### src/rtl/ktmr_pkg.sv
package ktmr_pkg;
  localparam logic [7:0] KEY_CTRL  = 8'hA5;
  localparam logic [7:0] KEY_COUNT = 8'h5A;
  localparam int EN_BIT   = 5;
  localparam int FLAG_BIT = 7;

  typedef enum logic [1:0] {
    LOC_CTRL  = 2'd0,
    LOC_COUNT = 2'd1,
    LOC_PRIO  = 2'd2,
    LOC_VEC   = 2'd3
  } loc_e;
endpackage

### src/rtl/ktmr_regs.sv
module ktmr_regs
  import ktmr_pkg::*;
#(
  parameter int CNT_W = 8
) (
  input  logic             clk,
  input  logic             rst,
  input  logic             wr_en,
  input  logic [1:0]       wr_addr,
  input  logic [15:0]      wr_data,
  input  logic [1:0]       rd_addr,
  input  logic             flag_set,
  input  logic [CNT_W-1:0] cnt_val,
  output logic [7:0]       ctrl_q,
  output logic [7:0]       prio_q,
  output logic [7:0]       vec_q,
  output logic             ctrl_we,
  output logic             cnt_we,
  output logic [CNT_W-1:0] cnt_wdata,
  output logic [7:0]       rd_data
);
  logic at_timer;
  logic [7:0] rd_next;

  assign at_timer  = wr_en && (wr_addr == LOC_CTRL);
  assign ctrl_we   = at_timer && (wr_data[15:8] == KEY_CTRL);
  assign cnt_we    = at_timer && (wr_data[15:8] == KEY_COUNT);
  assign cnt_wdata = wr_data[CNT_W-1:0];

  always_ff @(posedge clk) begin
    if (rst) begin
      ctrl_q <= '0;
      prio_q <= '0;
      vec_q  <= '0;
    end else begin
      if (ctrl_we)
        ctrl_q <= {ctrl_q[FLAG_BIT] & wr_data[FLAG_BIT], wr_data[6:0]};
      else if (flag_set)
        ctrl_q[FLAG_BIT] <= 1'b1;
      if (wr_en && wr_addr == LOC_PRIO) prio_q <= wr_data[7:0];
      if (wr_en && wr_addr == LOC_VEC)  vec_q  <= wr_data[7:0];
    end
  end

  always_comb begin
    case (rd_addr)
      LOC_CTRL:  rd_next = ctrl_q;
      LOC_COUNT: rd_next = 8'(cnt_val);
      LOC_PRIO:  rd_next = prio_q;
      default:   rd_next = vec_q;
    endcase
  end

  always_ff @(posedge clk) begin
    if (rst) rd_data <= '0;
    else     rd_data <= rd_next;
  end


  unkeyed_hold_chk: assert property (@(posedge clk) disable iff (rst)
    (wr_en && wr_addr == LOC_CTRL && wr_data[15:8] != KEY_CTRL)
      |=> $stable(ctrl_q[6:0]));
endmodule

### src/rtl/ktmr_presc.sv
module ktmr_presc #(
  parameter int SEL_W      = 3,
  parameter int BASE_SHIFT = 5
) (
  input  logic             clk,
  input  logic             rst,
  input  logic             enable,
  input  logic             restart,
  input  logic [SEL_W-1:0] sel,
  output logic             tick
);
  localparam int PRE_W = BASE_SHIFT + (1 << SEL_W);

  logic [PRE_W-1:0] phase_q;
  logic [PRE_W-1:0] last_val;

  always_comb begin
    if (sel == '0) last_val = PRE_W'(1);
    else           last_val = (PRE_W'(1) << (BASE_SHIFT + int'(sel))) - PRE_W'(1);
  end

  assign tick = enable && !restart && (phase_q == last_val);

  always_ff @(posedge clk) begin
    if (rst || restart) phase_q <= '0;
    else if (enable)    phase_q <= tick ? '0 : phase_q + PRE_W'(1);
  end


  phase_range_chk: assert property (@(posedge clk) disable iff (rst)
    phase_q <= last_val);


  phase_frozen_chk: assert property (@(posedge clk) disable iff (rst)
    (!enable && !restart) |=> $stable(phase_q));
endmodule

### src/rtl/ktmr_count.sv
module ktmr_count #(
  parameter int CNT_W = 8,
  parameter int LVL_W = 4,
  parameter int VEC_W = 7
) (
  input  logic             clk,
  input  logic             rst,
  input  logic             tick,
  input  logic             load,
  input  logic [CNT_W-1:0] load_val,
  input  logic [LVL_W-1:0] lvl_in,
  input  logic [VEC_W-1:0] vec_in,
  output logic [CNT_W-1:0] cnt_q,
  output logic             wrap,
  output logic             irq_q,
  output logic [LVL_W-1:0] lvl_q,
  output logic [VEC_W-1:0] vec_q
);
  assign wrap = tick && !load && (cnt_q == '1);

  always_ff @(posedge clk) begin
    if (rst) begin
      cnt_q <= '0;
      irq_q <= 1'b0;
      lvl_q <= '0;
      vec_q <= '0;
    end else begin
      irq_q <= wrap;
      if (load)      cnt_q <= load_val;
      else if (tick) cnt_q <= cnt_q + CNT_W'(1);
      if (wrap) begin
        lvl_q <= lvl_in;
        vec_q <= vec_in;
      end
    end
  end


  irq_single_chk: assert property (@(posedge clk) disable iff (rst)
    irq_q |=> !irq_q);


  irq_zero_chk: assert property (@(posedge clk) disable iff (rst)
    irq_q |-> (cnt_q == '0));


  count_hold_chk: assert property (@(posedge clk) disable iff (rst)
    (!tick && !load) |=> $stable(cnt_q));


  vec_hold_chk: assert property (@(posedge clk) disable iff (rst)
    !irq_q |-> $stable(vec_q));
endmodule

### src/rtl/keyed_interval_timer.sv
module keyed_interval_timer
  import ktmr_pkg::*;
#(
  parameter int CNT_W      = 8,
  parameter int SEL_W      = 3,
  parameter int BASE_SHIFT = 5,
  parameter int LVL_W      = 4,
  parameter int VEC_W      = 7
) (
  input  logic             clk,
  input  logic             rst,
  input  logic             wr_en,
  input  logic [1:0]       wr_addr,
  input  logic [15:0]      wr_data,
  input  logic [1:0]       rd_addr,
  output logic [7:0]       rd_data,
  output logic             irq_pulse,
  output logic [LVL_W-1:0] irq_level,
  output logic [VEC_W-1:0] irq_vector
);
  logic [7:0]       ctrl_q, prio_q, vec_q;
  logic             ctrl_we, cnt_we, tick, wrap;
  logic [CNT_W-1:0] cnt_wdata, cnt_q;

  ktmr_regs #(.CNT_W(CNT_W)) u_regs (
    .clk(clk), .rst(rst), .wr_en(wr_en), .wr_addr(wr_addr), .wr_data(wr_data),
    .rd_addr(rd_addr), .flag_set(wrap), .cnt_val(cnt_q),
    .ctrl_q(ctrl_q), .prio_q(prio_q), .vec_q(vec_q),
    .ctrl_we(ctrl_we), .cnt_we(cnt_we), .cnt_wdata(cnt_wdata), .rd_data(rd_data)
  );

  ktmr_presc #(.SEL_W(SEL_W), .BASE_SHIFT(BASE_SHIFT)) u_presc (
    .clk(clk), .rst(rst), .enable(ctrl_q[EN_BIT]), .restart(ctrl_we),
    .sel(ctrl_q[SEL_W-1:0]), .tick(tick)
  );

  ktmr_count #(.CNT_W(CNT_W), .LVL_W(LVL_W), .VEC_W(VEC_W)) u_count (
    .clk(clk), .rst(rst), .tick(tick), .load(cnt_we), .load_val(cnt_wdata),
    .lvl_in(prio_q[7 -: LVL_W]), .vec_in(vec_q[VEC_W-1:0]),
    .cnt_q(cnt_q), .wrap(wrap), .irq_q(irq_pulse),
    .lvl_q(irq_level), .vec_q(irq_vector)
  );


  irq_flag_chk: assert property (@(posedge clk) disable iff (rst)
    irq_pulse |-> ctrl_q[FLAG_BIT]);


  restart_no_tick_chk: assert property (@(posedge clk) disable iff (rst)
    ctrl_we |=> !irq_pulse);
endmodule

### config.mk
export PLATFORM = sky130hd
export DESIGN_NAME = keyed_interval_timer
export DESIGN_NICKNAME = d
export VERILOG_FILES = /design/src/rtl/ktmr_pkg.sv /design/src/rtl/ktmr_regs.sv /design/src/rtl/ktmr_presc.sv /design/src/rtl/ktmr_count.sv /design/src/rtl/keyed_interval_timer.sv
export SDC_FILE = /design/constraint.sdc
export NUM_CORES = 1
export LEC_CHECK = 0
export BUFFER_PORTS_ARGS = -buffer_cell sky130_fd_sc_hd__buf_2
export CORE_MARGIN = 1
export CORE_UTILIZATION = 55
export CTS_BUF_LIST = sky130_fd_sc_hd__clkbuf_16
export DETAILED_ROUTE_END_ITERATION = 6
export PLACE_DENSITY = 0.77
export SYNTH_ARGS = -nofsm -noshare
export SYNTH_HDL_FRONTEND = slang
export SYNTH_SLANG_ARGS = --single-unit
### constraint.sdc
create_clock -name clk -period 4.4 [get_ports clk]
set_clock_uncertainty 0.1 [all_clocks]
set_input_delay 0.66 -clock clk [delete_from_list [all_inputs] [get_ports clk]]
set_output_delay 0.66 -clock clk [all_outputs]
set_load 0.005 [all_outputs]
Word level (Yosys, flattened, before mapping)
Cells that the tools add are included.
{ "word_totals": {"input_bits": 23, "regBits": 65, "word_cells": 48} }
{ "classes": {"n_bitwise": 1, "n_eq_ne": 8, "addsub": 4, "n_reduce_logical": 17, "n_shift": 1, "mux": 7} }
{ "ops": {"columns": ["cell", "n"], "rows": [
  ["$shl 1x32->13 const A", 1],
  ["$mux 13", 2],
  ["$pmux 8 s3", 1],
  ["$eq 8x8->1 const B", 2],
  ["$mux 8", 2],
  ["$add 13x1->13 const B", 1],
  ["$eq 13x13->1", 1],
  ["$sub 13x2->13 const B", 1],
  ["$logic_and 1x1->1", 9],
  ["$add 8x1->8 const B", 1],
  ["$eq 8x7->1 const B", 1],
  ["$eq 2x2->1 const B", 3],
  ["$add 3x3->4 const A", 1],
  ["$logic_not 2->1", 2],
  ["$reduce_bool 2->1", 2],
  ["$logic_not 3->1", 1],
  ["$eq 2x1->1 const B", 1],
  ["$logic_not 1->1", 2],
  ["$mux 1", 2],
  ["$and 1x1->1", 1],
  ["$logic_or 1x1->1", 1]
]} }

Depth between registers and ports, before layout
Gate-level depths: netlist (run 1).
{ "depth": {"depth_word": 10, "depth_mapped": 11, "ltp_nobuf": 8} }

Cells and area by module
From an unflattened synthesis (run 1), not the netlist that was laid out.
{ "unflattened": {"hier_cells": 363, "hier_area_um2": 3469.6} }
{ "modules_own_cells": {"columns": ["module", "cells_per_inst", "seq_area_each_um2", "instances", "area_per_inst_um2"], "rows": [
  ["ktmr_regs", 129, 640.6, 1, 1519.0],
  ["ktmr_count", 104, 400.4, 1, 991.0],
  ["ktmr_presc", 130, 260.2, 1, 959.7]
]} }

Worst setup path before layout (run 1)
No wires, ideal clock.
{ "synth_timing": {"path_type": "input to register", "startpoint": "input port wr_addr[1]", "endpoint": "register u_count.lvl_q[2]", "t_required_ns": 4.172, "setup_ns": 0.128, "stages": 8, "t_arrival_ns": 2.242, "setup_slack_ns": 1.931, "cell_sequence": "nor3b_1 -> and3_1 -> clkbuf_1 -> nor4b_1 -> nand3_1 -> buf_2 -> mux2i_1 -> nor2_1"} }
{ "synth_between": {"elab_chain_cells": 8, "word_cells_on_any_way": 10, "classes_between": "reduce/logical: 10"} }
{ "synth_lines": {"columns": ["element", "line_no", "text"], "rows": [
  ["start: declaration", "keyed_interval_timer.sv:13", "input logic [1:0] wr_addr,"],
  ["$logic_not 2->1 *", "ktmr_regs.sv:25", "assign at_timer = wr_en && (wr_addr == LOC_CTRL);"],
  ["$logic_and 1x1->1 *", "ktmr_regs.sv:25", null],
  ["$logic_and 1x1->1", "ktmr_regs.sv:26", "assign ctrl_we = at_timer && (wr_data[15:8] == KEY_CTRL);"],
  ["$logic_not 1->1", "ktmr_presc.sv:22", "assign tick = enable && !restart && (phase_q == last_val);"],
  ["$logic_and 1x1->1 (2 in series)", "ktmr_presc.sv:22", null],
  ["$logic_and 1x1->1 * (2 in series)", "ktmr_count.sv:19", "assign wrap = tick && !load && (cnt_q == '1);"],
  ["end signal: assignment", "ktmr_count.sv:32", "lvl_q <= lvl_in;"],
  ["end: declaration", "ktmr_count.sv:16", "output logic [LVL_W-1:0] lvl_q,"]
]} }
Every way passes the cells marked *; elsewhere a longest branch is shown, timed or not.
A chain may end at the register's enable or synchronous reset.

Worst setup path in the final report (run 1)
{ "layout_timing": {"startpoint": "register u_regs.ctrl_q[1]", "endpoint": "register u_count.vec_q[5]"} }
{ "layout_between": {"elab_chain_cells": 8, "word_cells_on_any_way": 9, "classes_between": "add/sub: 2; eq/ne: 1; shift: 1; mux: 1; reduce/logical: 4"} }
{ "layout_lines": {"columns": ["element", "line_no", "text"], "rows": [
  ["start: declaration", "ktmr_regs.sv:14", "output logic [7:0] ctrl_q,"],
  ["start signal: assignment", "ktmr_regs.sv:37", "ctrl_q <= {ctrl_q[FLAG_BIT] & wr_data[FLAG_BIT], wr_data[6:0]};"],
  ["$add 3x3->4", "ktmr_presc.sv:19", "else last_val = (PRE_W'(1) << (BASE_SHIFT + int'(sel))) - PRE_W'(1);"],
  ["$shl 1x32->13", "ktmr_presc.sv:19", null],
  ["$sub 13x2->13", "ktmr_presc.sv:19", null],
  ["$mux 13 *", "ktmr_presc.sv:18", "if (sel == '0) last_val = PRE_W'(1);"],
  ["$eq 13x13->1 *", "ktmr_presc.sv:22", null],
  ["$logic_and 1x1->1 *", "ktmr_presc.sv:22", null],
  ["$logic_and 1x1->1 * (2 in series)", "ktmr_count.sv:19", null],
  ["end signal: assignment", "ktmr_count.sv:33", "vec_q <= vec_in;"],
  ["end: declaration", "ktmr_count.sv:17", "output logic [VEC_W-1:0] vec_q"]
]} }
Marked as above.

==> impl_metrics.json, run 1 <==
{
  "p_leak_nw": 1.57,
  "rows": 27,
  "sw_frac_of_total_pct": 21.2,
  "hp-class": "reg2reg",
  "final_antenna_net_count": 0,
  "postCtsSetupBuffers": 0,
  "combPwrFrac_pct": 3.9,
  "multi_input_area_sq_um": 1690,
  "ys_types": 55,
  "yosys.area.top_type_share_pct": 41.6,
  "clk_pin_slew_worst_paths_ns": 0.06,
  "post-route-period-util_pct": 66.3,
  "drt_pre_antenna_iters": 4,
  "slowest_delay_ns": 0.73,
  "hold_viol": 0,
  "synthCells": 332,
  "hpwl_mm": 4.45,
  "cp-end-kind": "flop",
  "clock_latency_ns": 0.32,
  "diodes": 0,
  "maxCapViolCount": 0,
  "die_w_um": 77.4,
  "p_seq_share_pct": 42.3,
  "fin_setup_tns_ns": 0,
  "slowest_stage": "dfxtp_1",
  "grt_pass1_wl_mm": 11.3,
  "hold_path_startpoint": "u_regs.ctrl_q[3]",
  "worst-path-buf-inv": 0,
  "grt_pass1_vias": 2411,
  "remaining_drc_errors": 0,
  "p_int_mw": 1.11,
  "drive_above_1_share_pct": 21.8,
  "final_common_cell": "dfxtp_1",
  "cp_cell_sequence": "or3_4 -> nand3b_1 -> a21oi_1 -> and4b_1 -> nand3_1 -> mux2i_1 -> nor2_1",
  "ys_ff_latch": 65,
  "grt_start_max_net_pins": 55,
  "cts_tree": "yes",
  "cts.sinks": 65,
  "finalMaxSlewViolations": 0,
  "synth-async-reset-ratio_pct": 0,
  "finalCriticalPeriod_ns": 2.92,
  "cts_root_buf": "clkbuf_16",
  "regToRegSetupSlack_ns": 1.48,
  "yosys.area.top_type": "dfxtp_1",
  "cts_hold_buffers": 0,
  "wl_mm": 6.75,
  "clockBufferDepth": 2,
  "max_freq_mhz": 343,
  "numCtsBuffers": 9,
  "peakVddDrop_mv": 0.285,
  "ctsResizeCount": 0,
  "viasPerCell": 5.67,
  "drtIter0Drc": 232,
  "most-common-layout-cells": "dfxtp_1, nor2_1, buf_2",
  "yosysWarnings": 0,
  "power.share.clock_pct": 53.8,
  "setup.worst_path.start": "u_regs.ctrl_q[1]",
  "p_switching_mw": 0.300,
  "dieArea_sq_um": 5990,
  "worst_pin_slew_ns": 0.918,
  "ys_seq_area_share_pct": 41.6,
  "yosys-top-cells-area": "dfxtp_1, mux2i_1, nor2_1, mux4_2, nand2_1",
  "num-fill-cells": 445,
  "syn-cell-area_sq_um": 3130,
  "worstSetupPathType": "reg2reg",
  "rsz0062_at_grt": "no",
  "cp_top_family": "simple AND/OR/NAND/NOR gates",
  "syn_area_per_cell_sq_um": 9.41,
  "vias": 2514,
  "cp.arrival_ns": 2.99,
  "synth_ff_type": "dfxtp_1",
  "register_area_sq_um": 1300,
  "die_y_um": 77.4,
  "power_density_nw_per_um2": 389,
  "start_util_pct": 56.8,
  "synth-edff-count": 0,
  "antenna_found_initial": 0,
  "areaGrowthSynthToFinish_pct": 16.1,
  "wire_per_inst_um": 15.2,
  "core_sq_um": 5510,
  "nets": 392,
  "worst_hold_slack_ns": 0.356,
  "r2r-start": "u_regs.ctrl_q[1]",
  "globalplace.congestion": 0.793,
  "worstPathMaxFanout": 17,
  "pin_count": 43,
  "grt.total_usage_pct": 24.4,
  "portBuffers": 42,
  "setup_viol": 0,
  "relSlewSlack_pct": 38.8,
  "worstPathRequired_ns": 4.47,
  "gr-total-overflow": 0,
  "htreeDepth": 3,
  "startpoint_type": "flop",
  "status": "finished clean"
}
## kinds of logic (layout without fill, tap and decap cells)
group / after synthesis / count (layout) / synth area share [%]
other: 1 / 2 / 0.120
DFF: 65 / 65 / 41.6
muxes: 36 / 36 / 14.9
and+or+nand+nor: 140 / 140 / 23.5
AOI/OAI and AO/OA: 46 / 46 / 9.57
buffers and inverters: 24 / 62 / 4.40
xor gates and xnor gates: 17 / 17 / 4.76
adders and majority gates: 3 / 3 / 1.20
## per-stage QoR
step / total power [mW] / util, % / setup WS, ns / std cells / instance area [sq um]
floorplan: 0.645 / - / 1.93 / 333 / 3130
global placement: 0.664 / 60.1 / 1.37 / 427 / 3310
detailed placement: 0.665 / 60.1 / 1.24 / 427 / 3310
CTS: 1.42 / 65.9 / 1.53 / 443 / 3630
global route: 1.45 / 65.9 / 1.29 / 443 / 3630
finish: 1.41 / 65.9 / 1.48 / 443 / 3630
## final cells by class
class                           instances  area share (%)
Clock inverter                          7            2.59
Tap cell                               72            2.48
Clock buffer                            9            6.20
Multi-Input combinational cell        244            46.6
Inverter                                3           0.310
Timing Repair Buffer                   43            6.00
Sequential cell                        65            35.8
## worst paths after layout
| kind | end | cells after the start |
|---|---|---|
| setup reg to reg | u_count.vec_q[5] | 7 |
| setup / recovery | u_count.vec_q[5] | 7 |
| hold / removal | u_regs.ctrl_q[3] | 2 |
| hold reg to reg | u_regs.ctrl_q[3] | 2 |
## registers in the layout, summed over array words and instances, names as in the netlist
| register | count |
|---|---|
| u_count.irq_q | 1 |
| u_count.vec_q | 7 |
| u_count.cnt_q | 8 |
| u_regs.vec_q | 8 |
| u_regs.prio_q | 8 |
| u_presc.phase_q | 13 |
| u_regs.ctrl_q | 8 |
| u_count.lvl_q | 4 |
| u_regs.rd_data | 8 |
## cell usage after synthesis (4+ instances only)
| master | instances |
|---|---|
| nand3_1 | 11 |
| xnor2_1 | 7 |
| or2_2 | 5 |
| nor2_1 | 53 |
| mux2i_1 | 28 |
| nand2_1 | 27 |
| mux4_2 | 7 |
| nor2b_1 | 9 |
| o21ai_0 | 6 |
| a211oi_1 | 6 |
| xor2_1 | 10 |
| dfxtp_1 | 65 |
| a21oi_1 | 15 |
| a311oi_1 | 4 |
| clkbuf_1 | 12 |
| nand4_1 | 5 |
## per-layer routing
metal / track usage [%] / vias to the layer above / part of all wire [%] / wire (um)
met5: 0 / - / 0 / 0
met2: 38.1 / 81 / 47 / 3170
met4: 10.4 / 0 / 1.5 / 101
met1: 32.9 / 1185 / 47 / 3160
met3: 4.71 / 11 / 4.8 / 323
li1: - / 1237 / - / -
## power by group through the flow
stage	sequential (mW)	combinational [mW]	clock [mW]
final	0.599	0.0548	0.760
after detailed placement	0.611	0.0536	0
after floorplan	0.610	0.0344	0
after global placement	0.611	0.0530	0
after CTS	0.598	0.0539	0.768
after global routing	0.599	0.0602	0.791
## worst register-to-register path, stage by stage (launching register included)
cell and delay, ns:
dfxtp_1 0.73, or3_4 0.27, nand3b_1 0.08, a21oi_1 0.16
and4b_1 0.35, nand3_1 0.63, mux2i_1 0.38, nor2_1 0.07
No activity file was read; power rests on OpenSTA's default activity.
==> run 2, diff against run 1 <==
Clock period 4.4 ns to 2.9 ns, I/O delays scaled along.
==> impl_metrics.json, run 2 (synthesis results as in run 1) <==
{
  "slowest_stage": "dfxtp_1",
  "drtIter0Drc": 266,
  "r2r_cells": 7,
  "nets": 395,
  "status": "finished clean",
  "rows": 27,
  "startpoint_type": "flop",
  "grt_pass1_wl_mm": 11.2,
  "final_common_cell": "dfxtp_1",
  "wire_per_inst_um": 15.0,
  "cp.arrival_ns": 2.84,
  "drt_pre_antenna_iters": 4,
  "post_dp_cell_area_sq_um": 3330,
  "most-common-layout-cells": "dfxtp_1, nor2_1, buf_2",
  "hp-class": "in2reg",
  "portBuffers": 42,
  "pin_count": 43,
  "relSlewSlack_pct": 56.8,
  "top_register": "u_presc.phase_q",
  "grt.total_usage_pct": 24.2,
  "viasPerCell": 5.65,
  "peakVddDrop_mv": 0.349,
  "grt_pass1_vias": 2373,
  "start_util_pct": 56.8,
  "max_freq_mhz": 371,
  "numCtsBuffers": 9,
  "slowest_delay_ns": 0.66,
  "worst-path-buf-inv": 0,
  "htreeDepth": 3,
  "cp-end-kind": "flop",
  "gr-total-overflow": 0,
  "hpwl_mm": 4.53,
  "fin_setup_tns_ns": 0,
  "drive_above_1_share_pct": 22.5,
  "sw_frac_of_total_pct": 21.2,
  "postCtsSetupBuffers": 0,
  "remaining_drc_errors": 0,
  "r2r-start": "u_regs.ctrl_q[1]",
  "finalMaxSlewViolations": 0,
  "cts.sinks": 65,
  "final_area_sq_um": 3650,
  "antenna_found_initial": 0,
  "p_seq_share_pct": 42.4,
  "p_switching_mw": 0.454,
  "final_antenna_net_count": 0,
  "maxCapViolCount": 0,
  "core_sq_um": 5510,
  "wl_mm": 6.69,
  "stdcell_count": 446,
  "setup.worst_path.start": "u_regs.ctrl_q[1]",
  "diodes": 0,
  "path_depth": 7,
  "combPwrFrac_pct": 3.9,
  "worstPathRequired_ns": 3.04,
  "hold_viol": 0,
  "regToRegSetupSlack_ns": 0.21,
  "clock_latency_ns": 0.33,
  "num-fill-cells": 440,
  "dp.cells": 430,
  "grt_start_max_net_pins": 38,
  "setup_viol": 0,
  "r2r_end": "u_count.cnt_q[3]",
  "endpoint": "u_count.cnt_q[3]",
  "globalplace.congestion": 0.788,
  "worst_pin_slew_ns": 0.648,
  "final_util_pct": 66.4,
  "clockBufferDepth": 2,
  "ctsResizeCount": 0,
  "p_int_mw": 1.69,
  "power.share.clock_pct": 53.7,
  "cp_cell_sequence": "a21boi_0 -> o22ai_1 -> a21oi_1 -> and4b_1 -> nand3_2 -> or3_2 -> a311oi_1",
  "p_leak_nw": 1.58,
  "cp_top_family": "simple AND/OR/NAND/NOR gates",
  "post-route-period-util_pct": 92.9,
  "die_w_um": 77.4,
  "worstPathMaxFanout": 17,
  "pre_cts_slack_ns": 0.183,
  "finalCriticalPeriod_ns": 2.69,
  "largest_reg_flops": 13,
  "worst_slack_ns": 0.205,
  "clk_pin_slew_worst_paths_ns": 0.06,
  "worstSetupPathType": "reg2reg",
  "vias": 2521,
  "cts_tree": "yes",
  "die_y_um": 77.4,
  "cts_hold_buffers": 0,
  "cts_root_buf": "clkbuf_16",
  "power_density_nw_per_um2": 587,
  "rsz0062_at_grt": "no",
  "dieArea_sq_um": 5990,
  "areaGrowthSynthToFinish_pct": 16.9
}
==> run 2: power by group through the flow <==
| stage | registers, mW | clock network [mW] | logic [mW] |
|---|---|---|---|
| floorplan | 0.926 | 0 | 0.0522 |
| global placement | 0.927 | 0 | 0.0812 |
| detailed placement | 0.927 | 0 | 0.0829 |
| CTS | 0.908 | 1.16 | 0.0839 |
| global route | 0.909 | 1.20 | 0.0933 |
| finish | 0.908 | 1.15 | 0.0844 |
==> run 2: metal layers <==
metal  GRT usage (%)  share of wire [%]  routed length [um]
met1            32.4                 48                3210
met2            37.4                 46                3110
met3            4.00                4.3                 287
met4            12.5                1.3                  87
met5               0                  0                   0
==> run 2: worst min-delay path by stage <==
stage | cells after the start | from | endpoint | slack (ns)
after global placement | 2 | u_regs.ctrl_q[4] | u_regs.ctrl_q[4] | 0.34
after CTS | 3 | wr_data[3] | u_regs.ctrl_q[3] | 0.28
after detailed placement | 2 | u_regs.ctrl_q[4] | u_regs.ctrl_q[4] | 0.34
after floorplan | 2 | u_regs.ctrl_q[3] | u_regs.ctrl_q[3] | 0.33
final | 3 | wr_data[3] | u_regs.ctrl_q[3] | 0.28
after global routing | 3 | wr_data[3] | u_regs.ctrl_q[3] | 0.30
==> run 2: metrics by stage <==
step,power (mW),hold WS (ns)
after floorplan,0.978,0.329
after global placement,1.01,0.336
after detailed placement,1.01,0.344
after CTS,2.16,0.275
after global routing,2.20,0.302
final,2.14,0.281
==> run 2: worst register-to-register path: cells and delay by family, from the launching register on <==
family	cells	cell delay, ns
compound gates	4	0.74
simple gates	3	1.11
flops	1	0.66
==> run 2: layout make-up <==
cell class                      instances  area (sq um)  share of cell area, %
Timing Repair Buffer                   46           240                   6.57
Tap cell                               72          90.1                   2.46
Inverter                                3          11.3                  0.308
Sequential cell                        65          1300                   35.6
Clock buffer                            9           225                   6.16
Multi-Input combinational cell        244          1690                   46.3
Clock inverter                          7          96.3                   2.64
==> run 3, diff against run 2 <==
Settings changed: ABC_AREA from default to 1, MAX_ROUTING_LAYER from default to met4, PLACE_DENSITY 0.77 to 0.76.
==> impl_metrics.json, run 3 <==
{
  "yosys.area.top_type_share_pct": 38.0,
  "die_y_um": 80.9,
  "p_int_mw": 1.51,
  "worstPathRequired_ns": 3.00,
  "finalMaxSlewViolations": 0,
  "wire_per_inst_um": 13.4,
  "globalplace.congestion": 0.978,
  "syn_area_per_cell_sq_um": 6.64,
  "p_leak_nw": 1.94,
  "cp.arrival_ns": 2.39,
  "setup_viol": 0,
  "ctsResizeCount": 0,
  "hp-class": "in2reg",
  "postCtsSetupBuffers": 0,
  "numCtsBuffers": 9,
  "cts.sinks": 65,
  "start_util_pct": 57.4,
  "ys_seq_area_share_pct": 38.0,
  "largest_reg_flops": 13,
  "cp-end-kind": "flop",
  "nets": 585,
  "synth.most_common_cell": "nand2_1",
  "die_w_um": 80.9,
  "yosysWarnings": 0,
  "clockBufferDepth": 2,
  "p_seq_share_pct": 45.7,
  "clk_pin_slew_worst_paths_ns": 0.05,
  "pin_count": 43,
  "worst_pin_slew_ns": 0.950,
  "viasPerCell": 5.33,
  "core_sq_um": 5960,
  "peakVddDrop_mv": 0.361,
  "final_common_cell": "nand2_1",
  "power_density_nw_per_um2": 507,
  "wl_mm": 8.59,
  "synthCells": 515,
  "dieArea_sq_um": 6540,
  "hpwl_mm": 6.08,
  "post_dp_cell_area_sq_um": 3670,
  "cts_root_buf": "clkbuf_16",
  "synth-edff-count": 0,
  "power.share.clock_pct": 49.4,
  "htreeDepth": 3,
  "antenna_found_initial": 0,
  "post-route-period-util_pct": 79.0,
  "synth_common_cells": "nand2_1, nor2_1, inv_1",
  "finalCriticalPeriod_ns": 2.29,
  "yosys-top-cells-area": "dfxtp_1, nand2_1, nor2_1, inv_1, nand3_1",
  "synth-async-reset-ratio_pct": 0,
  "gr-total-overflow": 0,
  "ys_types": 31,
  "grt_pass1_vias": 2823,
  "rsz0062_at_grt": "no",
  "grt_start_max_net_pins": 37,
  "cts_tree": "yes",
  "worstPathMaxFanout": 11,
  "diodes": 0,
  "worstSetupPathType": "reg2reg",
  "num-fill-cells": 515,
  "relSlewSlack_pct": 36.6,
  "portBuffers": 42,
  "remaining_drc_errors": 0,
  "max_freq_mhz": 436,
  "drtIter0Drc": 317,
  "rows": 28,
  "final_antenna_net_count": 0,
  "startpoint_type": "flop",
  "ys_ff_latch": 65,
  "drive_above_1_share_pct": 13.7,
  "top_register": "u_presc.phase_q",
  "maxCapViolCount": 0,
  "clock_latency_ns": 0.33,
  "grt_pass1_wl_mm": 13.7,
  "synth_ff_type": "dfxtp_1",
  "hold_viol": 0,
  "worst_hold_slack_ns": 0.227,
  "fin_setup_tns_ns": 0,
  "grt.total_usage_pct": 28.8,
  "most-common-layout-cells": "nand2_1, nor2_1, inv_1",
  "vias": 3403,
  "yosys.area.top_type": "dfxtp_1",
  "status": "finished clean",
  "syn-cell-area_sq_um": 3420,
  "combPwrFrac_pct": 4.9,
  "p_switching_mw": 0.487,
  "final_util_pct": 66.2,
  "sw_frac_of_total_pct": 24.3,
  "areaGrowthSynthToFinish_pct": 15.3,
  "drt_pre_antenna_iters": 5,
  "cts_hold_buffers": 0,
  "final_area_sq_um": 3940
}
==> run 3: worst max-delay path: stages (launching register included) <==
cell	delay, ns
dfxtp_1	0.62
nor2_4	0.05
nand2_2	0.20
nand2_1	0.12
nand2_1	0.08
nand2_1	0.06
nor2_2	0.11
nand2_2	0.09
nor2_8	0.18
nand2_4	0.12
nand2_1	0.33
nor2_1	0.09
==> run 3: through the flow <==
| step | cells | power (mW) | setup slack [ns] |
|---|---|---|---|
| 6_report | 639 | 2.00 | 0.609 |
| 4_1_cts | 639 | 2.00 | 0.652 |
| 5_1_grt | 639 | 2.06 | 0.423 |
| 3_3_place_gp | 623 | 1.03 | 0.725 |
| 3_5_place_dp | 623 | 1.03 | 0.675 |
| 2_1_floorplan | 516 | 0.984 | 1.04 |
==> run 3: routing by layer <==
| layer | wire [um] | track usage [%] | up-vias |
|---|---|---|---|
| li1 | - | - | 1719 |
| met1 | 3970 | 38.6 | 1512 |
| met2 | 3780 | 42.1 | 153 |
| met3 | 665 | 5.17 | 19 |
| met4 | 174 | 12.7 | 0 |
| met5 | 0 | - | - |
==> run 3: cell families (layout without fill, tap and decap cells) <==
logic type | after synthesis | in the layout | share of synthesized area [%]
flops | 65 | 65 | 38.0
buf+inv | 82 | 130 | 10.0
fa+ha+maj | 3 | 3 | 1.10
other cells | 1 | 2 | 0.110
compound gates | 56 | 56 | 9.25
xor+xnor | 13 | 13 | 3.33
simple gates | 295 | 295 | 38.1
==> run 3: area by class of cell <==
| type | count | area (sq um) | share of cell area, % |
|---|---|---|---|
| Inverter | 68 | 255 | 6.47 |
| Tap cell | 75 | 93.8 | 2.38 |
| Clock buffer | 9 | 225 | 5.71 |
| Sequential cell | 65 | 1300 | 33.0 |
| Timing Repair Buffer | 46 | 240 | 6.09 |
| Clock inverter | 7 | 46.3 | 1.17 |
| Multi-Input combinational cell | 369 | 1780 | 45.2 |
==> run 3: path summary, 6_finish.rpt <==
kind	startpoint	endpoint	slack [ns]	depth (start not counted)
worst min register to register	u_regs.vec_q[7]	u_regs.vec_q[7]	0.37	2
worst min-delay path	rst	u_count.irq_q	0.23	2
worst max register to register	u_regs.ctrl_q[1]	u_presc.phase_q[9]	0.61	11
worst max-delay path	u_regs.ctrl_q[1]	u_presc.phase_q[9]	0.61	11
==> run 3: power by group through the flow <==
stage | Clock, mW | Combinational, mW | Sequential, mW
floorplan | 0 | 0.0524 | 0.932
CTS | 0.988 | 0.0951 | 0.914
detailed placement | 0 | 0.0943 | 0.933
global route | 1.03 | 0.111 | 0.916
global placement | 0 | 0.0926 | 0.933
finish | 0.989 | 0.0978 | 0.914
